<file path="config.mk">
export PLATFORM = sky130hd
export DESIGN_NAME = wsr_ctrl
export DESIGN_NICKNAME = d
export VERILOG_FILES = /design/src/rtl/wsr_pkg.sv /design/src/rtl/wsr_sclk_gen.sv /design/src/rtl/wsr_shifter.sv /design/src/rtl/wsr_decode.sv /design/src/rtl/wsr_ctrl.sv
export SDC_FILE = /design/constraint.sdc
export NUM_CORES = 1
export LEC_CHECK = 0
export ABC_AREA = 1
export BUFFER_PORTS_ARGS = -buffer_cell sky130_fd_sc_hd__buf_2
export CORE_MARGIN = 3
export CORE_UTILIZATION = 25
export DETAILED_ROUTE_END_ITERATION = 8
export GPL_TIMING_DRIVEN = 0
export SYNTH_ARGS = -nofsm -noshare
export SYNTH_HDL_FRONTEND = slang
export SYNTH_HIERARCHICAL = 1
export SYNTH_SLANG_ARGS = --single-unit
</file>
<file path="constraint.sdc">
create_clock -name clk -period 6.1 [get_ports clk]
set_input_delay 0.305 -clock clk [delete_from_list [all_inputs] [get_ports clk]]
set_output_delay 0.305 -clock clk [all_outputs]
set_load 0.03 [all_outputs]
</file>
<file path="src/rtl/wsr_pkg.sv">
package wsr_pkg;
   typedef enum logic [2:0] {
      ST_IDLE,
      ST_LOAD,
      ST_VERIFY,
      ST_WAIT,
      ST_READ,
      ST_DONE
   } wsr_state_t;

   // Address code that routes the shift register onto the shared readout pin
   localparam logic [3:0] ADDR_SHIFTREG = 4'b1101;
endpackage

</file>
<file path="src/rtl/wsr_sclk_gen.sv">
module wsr_sclk_gen #(
   parameter int DIV_W = 4
) (
   input  logic             clk,
   input  logic             rst_n,
   input  logic             run,
   input  logic [DIV_W-1:0] half_per,
   output logic             sclk,
   output logic             rise,
   output logic             fall
);
   logic [DIV_W-1:0] cnt;
   logic [DIV_W-1:0] last;
   logic             hi;
   logic             term;

   assign last = (half_per == '0) ? '0 : half_per - 1'b1;
   assign term = run && (cnt == last);
   assign rise = term && !hi;
   assign fall = term && hi;
   assign sclk = hi;

   always_ff @(posedge clk or negedge rst_n) begin
      if (!rst_n) begin
         cnt <= '0;
         hi  <= 1'b0;
      end else if (!run) begin
         cnt <= '0;
         hi  <= 1'b0;
      end else if (term) begin
         cnt <= '0;
         hi  <= ~hi;
      end else begin
         cnt <= cnt + 1'b1;
      end
   end
endmodule

</file>
<file path="src/rtl/wsr_shifter.sv">
module wsr_shifter #(
   parameter int W = 8
) (
   input  logic         clk,
   input  logic         rst_n,
   input  logic         load,
   input  logic [W-1:0] load_val,
   input  logic         shift,
   input  logic         capture,
   input  logic         cap_bit,
   output logic         tx_bit,
   output logic [W-1:0] rx_word
);
   logic [W-1:0] tx;

   assign tx_bit = tx[W-1];

   always_ff @(posedge clk or negedge rst_n) begin
      if (!rst_n) begin
         tx <= '0;
      end else if (load) begin
         tx <= load_val;
      end else if (shift) begin
         tx <= {tx[W-2:0], 1'b0};
      end
   end

   always_ff @(posedge clk or negedge rst_n) begin
      if (!rst_n) begin
         rx_word <= '0;
      end else if (capture) begin
         rx_word <= {rx_word[W-2:0], cap_bit};
      end
   end
endmodule

</file>
<file path="src/rtl/wsr_decode.sv">
module wsr_decode #(
   parameter int G  = 4,
   parameter int IW = 2
) (
   input  logic [G-1:0]  grp,
   output logic [IW-1:0] idx,
   output logic          err
);
   generate
      if (G == 1) begin : g_single
         assign idx = '0;
         assign err = !grp[0];
      end else begin : g_multi
         always_comb begin
            idx = '0;
            for (int i = 0; i < G; i++) begin
               if (grp[i]) idx = IW'(i);
            end
            err = ($countones(grp) != 1);
            if (err) idx = '0;
         end
      end
   endgenerate
endmodule

</file>
<file path="src/rtl/wsr_ctrl.sv">
module wsr_ctrl
   import wsr_pkg::*;
#(
   parameter int          REG_W     = 8,
   parameter int          GRP_W     = 4,
   parameter int          DIV_W     = 4,
   parameter logic [3:0]  ADDR_IDLE = 4'h0,
   localparam int         CH_W      = (GRP_W > 1) ? $clog2(GRP_W) : 1
) (
   input  logic             clk,
   input  logic             rst_n,
   input  logic             start,
   input  logic [REG_W-1:0] pattern,
   input  logic [DIV_W-1:0] half_per,
   input  logic             trig,
   input  logic             wsr_out_i,
   input  logic             srout_i,
   output logic             sclk,
   output logic             srin,
   output logic             dwrite,
   output logic [3:0]       addr,
   output logic             busy,
   output logic             done,
   output logic             verify_err,
   output logic [REG_W-1:0] reg_q,
   output logic [CH_W-1:0]  stop_ch,
   output logic             stop_err
);
   localparam int BC_W = $clog2(REG_W);

   generate
      if (REG_W < 2) begin : g_bad_width
         $error("REG_W must be at least 2");
      end
      if (GRP_W < 1 || GRP_W > REG_W || (REG_W % GRP_W) != 0) begin : g_bad_group
         $error("GRP_W must divide REG_W");
      end
      if (ADDR_IDLE == ADDR_SHIFTREG) begin : g_bad_addr
         $error("ADDR_IDLE must differ from the readback address");
      end
   endgenerate

   wsr_state_t       state;
   logic [REG_W-1:0] pat_q;
   logic [DIV_W-1:0] hp_q;
   logic [BC_W-1:0]  bcnt;
   logic             run, rise, fall, phase_end;
   logic             capture, cap_bit, tx_load, match;
   logic [REG_W-1:0] rx_word;
   logic [CH_W-1:0]  dec_idx;
   logic             dec_err;
   logic             accept;

   assign accept    = (state == ST_IDLE) && start;
   assign run       = (state == ST_LOAD) || (state == ST_VERIFY) || (state == ST_READ);
   assign phase_end = fall && (bcnt == BC_W'(REG_W - 1));
   assign match     = (rx_word == pat_q);
   assign capture   = rise && ((state == ST_VERIFY) || (state == ST_READ));
   assign cap_bit   = (state == ST_READ) ? srout_i : wsr_out_i;
   assign tx_load   = accept
                    || (phase_end && (state == ST_LOAD))
                    || (phase_end && (state == ST_VERIFY) && match);

   wsr_sclk_gen #(.DIV_W(DIV_W)) u_clkgen (
      .clk      (clk),
      .rst_n    (rst_n),
      .run      (run),
      .half_per (hp_q),
      .sclk     (sclk),
      .rise     (rise),
      .fall     (fall)
   );

   wsr_shifter #(.W(REG_W)) u_shift (
      .clk      (clk),
      .rst_n    (rst_n),
      .load     (tx_load),
      .load_val (accept ? pattern : pat_q),
      .shift    (fall),
      .capture  (capture),
      .cap_bit  (cap_bit),
      .tx_bit   (srin),
      .rx_word  (rx_word)
   );

   wsr_decode #(.G(GRP_W), .IW(CH_W)) u_dec (
      .grp (rx_word[GRP_W-1:0]),
      .idx (dec_idx),
      .err (dec_err)
   );

   always_ff @(posedge clk or negedge rst_n) begin
      if (!rst_n) begin
         bcnt <= '0;
      end else if (!run || phase_end) begin
         bcnt <= '0;
      end else if (fall) begin
         bcnt <= bcnt + 1'b1;
      end
   end

   always_ff @(posedge clk or negedge rst_n) begin
      if (!rst_n) begin
         state <= ST_IDLE;
      end else begin
         unique case (state)
            ST_IDLE:   if (start) state <= ST_LOAD;
            ST_LOAD:   if (phase_end) state <= ST_VERIFY;
            ST_VERIFY: if (phase_end) state <= match ? ST_WAIT : ST_DONE;
            ST_WAIT:   if (trig) state <= ST_READ;
            ST_READ:   if (phase_end) state <= ST_DONE;
            ST_DONE:   state <= ST_IDLE;
            default:   state <= ST_IDLE;
         endcase
      end
   end

   always_ff @(posedge clk or negedge rst_n) begin
      if (!rst_n) begin
         pat_q      <= '0;
         hp_q       <= '0;
         verify_err <= 1'b0;
         reg_q      <= '0;
         stop_ch    <= '0;
         stop_err   <= 1'b0;
      end else if (accept) begin
         pat_q      <= pattern;
         hp_q       <= half_per;
         verify_err <= 1'b0;
         stop_err   <= 1'b0;
      end else if (phase_end && (state == ST_VERIFY) && !match) begin
         verify_err <= 1'b1;
      end else if (phase_end && (state == ST_READ)) begin
         reg_q    <= rx_word;
         stop_ch  <= dec_idx;
         stop_err <= dec_err;
      end
   end

   assign dwrite = (state == ST_LOAD) || (state == ST_VERIFY) || (state == ST_WAIT);
   assign addr   = (state == ST_READ) ? ADDR_SHIFTREG : ADDR_IDLE;
   assign busy   = (state != ST_IDLE);
   assign done   = (state == ST_DONE);
endmodule

</file>
# Word-level counts from Yosys, hierarchy flattened
# Cells that the tools add are included.
# classes
n_addsub	6
eq_ne	16
mux	28
n_bitwise	3
reduce_logical	31
# ops
operator	count
adder 32 bit	1
inequality test 32 x 2 -> 1 bit (second input constant)	1
two-way mux 3 bit	8
two-way mux 8 bit	3
two-way mux 4 bit	4
case mux 3 bit (5 select lines)	1
inequality test 2 bit (second input constant)	7
logical AND 1 bit	11
== test 3 bit (second input constant)	3
two-way mux 1 bit	9
== test 8 bit	1
nonzero test 2 bit	4
logical OR 1 bit	7
== test 3 x 2 -> 1 bit (second input constant)	2
two-way mux 2 bit	3
AND reduction 5 bit	1
adder 1 x 1 -> 2 bit	2
adder 4 x 1 -> 4 bit (second input constant)	1
== test 4 bit	1
zero test 4 bit	1
subtractor 4 x 1 -> 4 bit (second input constant)	1
adder 3 x 1 -> 3 bit (second input constant)	1
== test 3 x 1 -> 1 bit (second input constant)	1
zero test 1 bit	3
5 further kinds	7
# totals
reg_bits	51
inputBits	18
wordCells	96

# Longest topological paths before layout
# logic_depth
ltp_word	10
mapped_depth	17
ltp_nobuf	16

# Modules after synthesis
# Netlist, hierarchy kept.
# modules_own_cells
module	n_inst	cells_each	area_each_um2	seq_area_each_um2
wsr_ctrl	1	181	1501.4	750.7
wsr_shifter	1	73	676.9	400.4
wsr_sclk_gen	1	56	394.1	125.1
wsr_decode	1	15	107.6	0.0

# Least setup slack after synthesis
# OpenSTA, ideal clock, no wires.
# synth_path
path_kind	register -> register
startpoint	register hp_q[1]
endpoint	register u_shift.tx[7]
setup_ns	0.125
arrival_time_ns	2.012
slack_ns	3.964
stages_incl_launch_ff	16
n_path_buf	1
path_cell_list	dfrtp_1 -> nor2_4 -> nand2_2 -> nand3b_1 -> nand2_2 -> nor2_4 -> nand3_1 -> nor2_1 -> nand2_1 -> inv_1 -> nand2_1 -> nand2_1 -> buf_6 -> inv_2 -> nand3_1 -> nand3_1
# synth_via
elab_chain_len	10
elab_cells_between_ends	14
classes_between	add/sub (1); eq/ne (1); mux (2); reduce/logical (10)
# synth_rtl
item	line	rtl
from (decl)	wsr_ctrl.sv:45	logic [DIV_W-1:0] hp_q;
from (signal assigned)	wsr_ctrl.sv:128	hp_q <= half_per;
subtractor 4 x 1 -> 4 bit / zero test 4 bit (equally long branches)	wsr_sclk_gen.sv:17	assign last = (half_per == '0) ? '0 : half_per - 1'b1;
two-way mux 4 bit (*)	wsr_sclk_gen.sv:17	
== test 4 bit (*)	wsr_sclk_gen.sv:18	assign term = run && (cnt == last);
logical AND 1 bit (*)	wsr_sclk_gen.sv:18	
logical AND 1 bit (*)	wsr_sclk_gen.sv:20	assign fall = term && hi;
net fall	wsr_ctrl.sv:47	logic run, rise, fall, phase_end;
logical AND 1 bit (*)	wsr_ctrl.sv:56	assign phase_end = fall && (bcnt == BC_W'(REG_W - 1));
logical AND 1 bit, on equally long branches	wsr_ctrl.sv:61, wsr_ctrl.sv:62	
logical OR 1 bit / logical AND 1 bit (equally long branches)	wsr_ctrl.sv:61, wsr_ctrl.sv:62	
logical OR 1 bit (*)	wsr_ctrl.sv:62	|| (phase_end && (state == ST_VERIFY) && match);
net tx_load	wsr_ctrl.sv:48	logic capture, cap_bit, tx_load, match;
two-way mux 8 bit / nonzero test 2 bit (equally long branches)	-	
to (signal assigned)	wsr_shifter.sv:22	tx <= load_val;
to (signal assigned)	wsr_shifter.sv:24	tx <= {tx[W-2:0], 1'b0};
to (decl)	wsr_shifter.sv:14	logic [W-1:0] tx;
# Mark *: on every way through the listed nets, which the timed path passes. The rest lies on a longest branch.
# A chain may end at the register's enable or synchronous reset.

# Worst setup path in the final report
# layout_path
startpoint	register hp_q[1]
endpoint	register u_shift.tx[4]
# The elaborated chain is that of the path after synthesis.

==> metrics list <==
- The tree built by TritonCTS fans out to 51 sinks.
- Yosys instantiated no cell more often than nand2_1.
- Synthesis produced a netlist with a net count of 349.
* Outcome: finished clean
- P&R area growth vs syn: 16.99%
- Unrepaired setup endpoints after global routing: false
- After synthesis the netlist holds a flip-flop and latch count of 51.
* Slew at the pin closest to its max-slew limit: 1.164 ns
* Cell taking the most area after synthesis: dfrtp_1
- Dividing the detail-routed wire length by the instance count gives 11.32 um.
- Max Freq: 405.1 MHz
- CTS placed an instance of clkbuf_8 at the clock tree root.
* Fraction of synthesized cell area in xor and xnor cells: 0.01961
* Overall die area: 12,000 sq um
- Core region area: 10,370 sq um
- Counting both buffers and inverters, the worst setup path holds a total of 3.
- In the synthesized netlist, the number of instances is 325.
- Measured along the y axis, the die boundary spans 109.5 um.
* Synth Cell Area: 2680 sq um
* Drt pass-1 iters: 4
* Logic gate share of total power: 0.381
- In this run the horizontal extent of the chip is 109.5 um.
* DP Cell Count: 498
* Sw power: 0.4421 mW
* Fraction of the core area covered by cells at the end of the flow: 0.3024
- Across the VDD grid, the largest voltage drop is 0.1394 mV.
- Wire length of the first global-routing pass: 9984 um
- The clock tree synthesis step divided the H-tree into 2 levels.
- Number of distinct library cells after synthesis: 31
- The share of synthesized area in the top cell type comes to 0.4762.
- In this run, CTS created clock tree buffers numbering 5.
- In this run, post-CTS hold repair placed 0 buffers.
- Worst slack, placed: 3.615 ns
- For this design the top-level I/O count stands at 39.
- The share of total power dissipated in sequential elements is 0.425.
- Headroom to the max-slew limit came out at 0.2238.
- Traced cell by cell, the critical path runs through nor2_4 > nand2_2 > nand3b_1 > nand2_2 > nor2_4 > nand3_1 > nor2_1 > nand2_1 > inv_1 > nand2_1 > nand2_1 > buf_6 > inv_2 > nand3_1 > nand3_1.
- Synth Area in Adders: 0.03081
* Count of final hold-check violations: 0
- In this design, the stage delay of the slowest critical-path cell is 0.44 ns.
* Post-synthesis async set-or-reset flop share: 1.000
* Antenna violations before repair: 0
- In the synthesized netlist the dominant register cell turns out to be dfrtp_1.
- Synthesized area per cell: 8.246 sq um
* Number of max-capacitance violations reported: 0
- Placed wire-length estimate: 4421 um
* Multiplexer share of the synthesized area: 0.02101
- Summed over all cells, the static leakage comes to 1.693 nW.
* DRC marker count from the first detailed-route iteration: 92
* Top cells by count, synth: nand2_1 (107), dfrtp_1 (51), inv_1 (38)
- TritonCTS built the clock tree.
- Synth top area cells: dfrtp_1 (48%), nand2_1 (15%), nand3_1 (5.4%), inv_1 (5.3%), nor2_1 (2.7%)
- Internal power: 0.6662 mW
- The routed design has 5728 um of wire.
- Post-Synth Simple-Gate Area: 0.3170
* Worst-skew pair later-pin latency: 0.31 ns
- CP Launch Type: register
* Largest net degree at the start of global routing: 52
* Sw Share: 0.3989
* Post-synthesis compound-gate area fraction: 0.04855
* Fraction of the yosys area taken by sequential cells: 0.4762
* Number of enable-type register cells in the synthesized netlist: 0
* Number of standard cells in the final layout excluding fillers: 506
* Antenna Cells: 0
- Dividing total power by cell area gives a power density of 353.5 nW/um^2.
- Routability-driven placement finished with a final weighted congestion of 0.8417.
- Number of global-route vias before repair: 2,107
- At the worst endpoint, the required time is 6.30 ns.
- Per-cell via count in the routed design: 4.225
* Post-route antenna net violation count: 0
- Deepest clock path buffer count: 2
- Setup violations remaining at the end of the flow were counted as 0.
- Setup TNS after final layout: 0 ns
* Crit-path max FO: 10
- In the finished design, the share of the clock period the worst path needs comes to 0.4047.
- I/O Buffers: 37
- Overall overflow remaining after global route: 0
- Fraction of power consumed by the clock network: 0.194
- Setup skew after layout: 0.006894 ns
- The path class of the tightest hold or removal check is in -> async.
- Critical-path top delay cell: dfrtp_1
* Remaining routing DRC violations: 0
- Data on the critical path arrives at its endpoint at 2.67 ns.
- Grouping stages by cell kind, the critical path spends the most delay in simple AND/OR/NAND/NOR gates.
- The worst setup path is captured at a register.
- Clock transition at path regs: 0.09 ns
- Count of nets after finishing: 393
- The worst setup path is of the reg -> reg kind.
- Number of standard-cell rows in the floorplan: 37
- Number of fill cells: 1,121
- Final Critical Period: 2.469 ns
- Post-CTS Setup Bufs: 0
* Total count of max-transition violations in the final report: 0
- Summing over every cut layer, the via total after detailed routing is 2,138.
- Crit path setup slack, layout: 3.631 ns
- Post-cts resize count: 0
- Total global routing track utilization: 0.1063
- Number of warnings issued by yosys: 6
* Fraction of final layout cells with drive strength greater than 1: 0.2162
- After synthesis, the largest family of logic cells by area is simple AND/OR/NAND/NOR gates.
- Effective utilization at floorplan: 0.2584
-- layout make-up --
class	count	area (sq um)	share of cell area
Inverter	43	161.4	0.05148
Buffer	8	67.56	0.02155
Clock buffer	8	100.1	0.03192
Timing Repair Buffer	37	185.2	0.05906
Multi-Input combinational cell	223	1175	0.3747
Sequential cell	51	1276	0.4070
Tap cell	136	170.2	0.05427
-- path summary, 6_finish.rpt --
check / from / to / slack [ns] / cells after the start
worst max-delay path: hp_q[1] / u_shift/tx[4] / 3.63 / 15
worst min-delay path: rst_n / u_shift/tx[7] / 0.21 / 1
worst max register to register: hp_q[1] / u_shift/tx[4] / 3.63 / 15
worst min register to register: u_shift/tx[0] / u_shift/tx[0] / 0.49 / 2
max in group asynchronous: rst_n / reg_q[4] / 5.16 / 1
min in group clk: half_per[1] / hp_q[1] / 0.21 / 3
-- layout by cell type, fill, tap and decap left out --
cell type,synthesis,routed
nand3b_4,1,1
nor2_8,1,1
conb_1,1,1
nand2_1,107,107
nand3_1,29,29
nor2_1,19,19
nand2_2,9,9
or2_0,1,1
xnor2_1,5,5
dfrtp_1,51,51
ha_1,5,5
mux2_1,5,5
a21oi_1,5,5
inv_2,5,5
nand3b_1,2,2
buf_6,2,2
clkbuf_8,0,7
clkbuf_1,0,1
nor2_4,5,5
nor3_1,1,1
nand3_2,2,2
or2_4,1,1
nor2_2,1,1
fa_1,1,1
buf_4,6,6
nand2_4,1,1
nand4_1,1,1
inv_1,38,38
o21ai_1,5,5
buf_2,0,37
xor2_1,1,1
a21boi_0,1,1
o21ai_2,2,2
o21ai_0,11,11
-- stage by stage --
step / power, mW / hold slack, ns / instance area, sq um
after detailed placement: 0.9067 / 0.4681 / 3035
after global placement: 0.8935 / 0.4652 / 3035
after global routing: 1.214 / 0.2214 / 3136
after floorplan: 0.8032 / 0.009409 / 2680
after CTS: 1.126 / 0.1987 / 3136
final: 1.108 / 0.2051 / 3136
-- power by group through the flow --
stage	registers, mW	clock network (mW)	logic, mW
after floorplan	0.473	0	0.330
after global placement	0.476	0	0.418
after detailed placement	0.478	0	0.429
after CTS	0.472	0.224	0.430
after global routing	0.481	0.238	0.495
final	0.472	0.215	0.422
-- cell families after synthesis --
logic type	after synthesis
flip-flops	51
AO/OA/AOI/OAI	24
XOR/XNOR	6
adder cells (fa/ha/maj)	6
other	1
AND/OR/NAND/NOR	181
buffers and inverters	51
multiplexers	5
-- sequential cells by signal, indices dropped and copies added, names as in the netlist --
| signal | count |
|---|---|
| state | 3 |
| reg_q | 8 |
| hp_q | 4 |
| u_shift/tx | 8 |
| u_shift/rx_word | 8 |
| stop_err | 1 |
| verify_err | 1 |
| pat_q | 8 |
| u_clkgen/sclk | 1 |
| bcnt | 3 |
| stop_ch | 2 |
| u_clkgen/cnt | 4 |
-- layer usage --
layer,global-route usage,part of all wire,up-vias
met1,0.1393,0.48,992
li1,-,-,1099
met5,0,0,-
met2,0.1704,0.46,39
met4,0.04007,0.017,0
met3,0.02466,0.047,8
(Power assumes the default switching activity.)
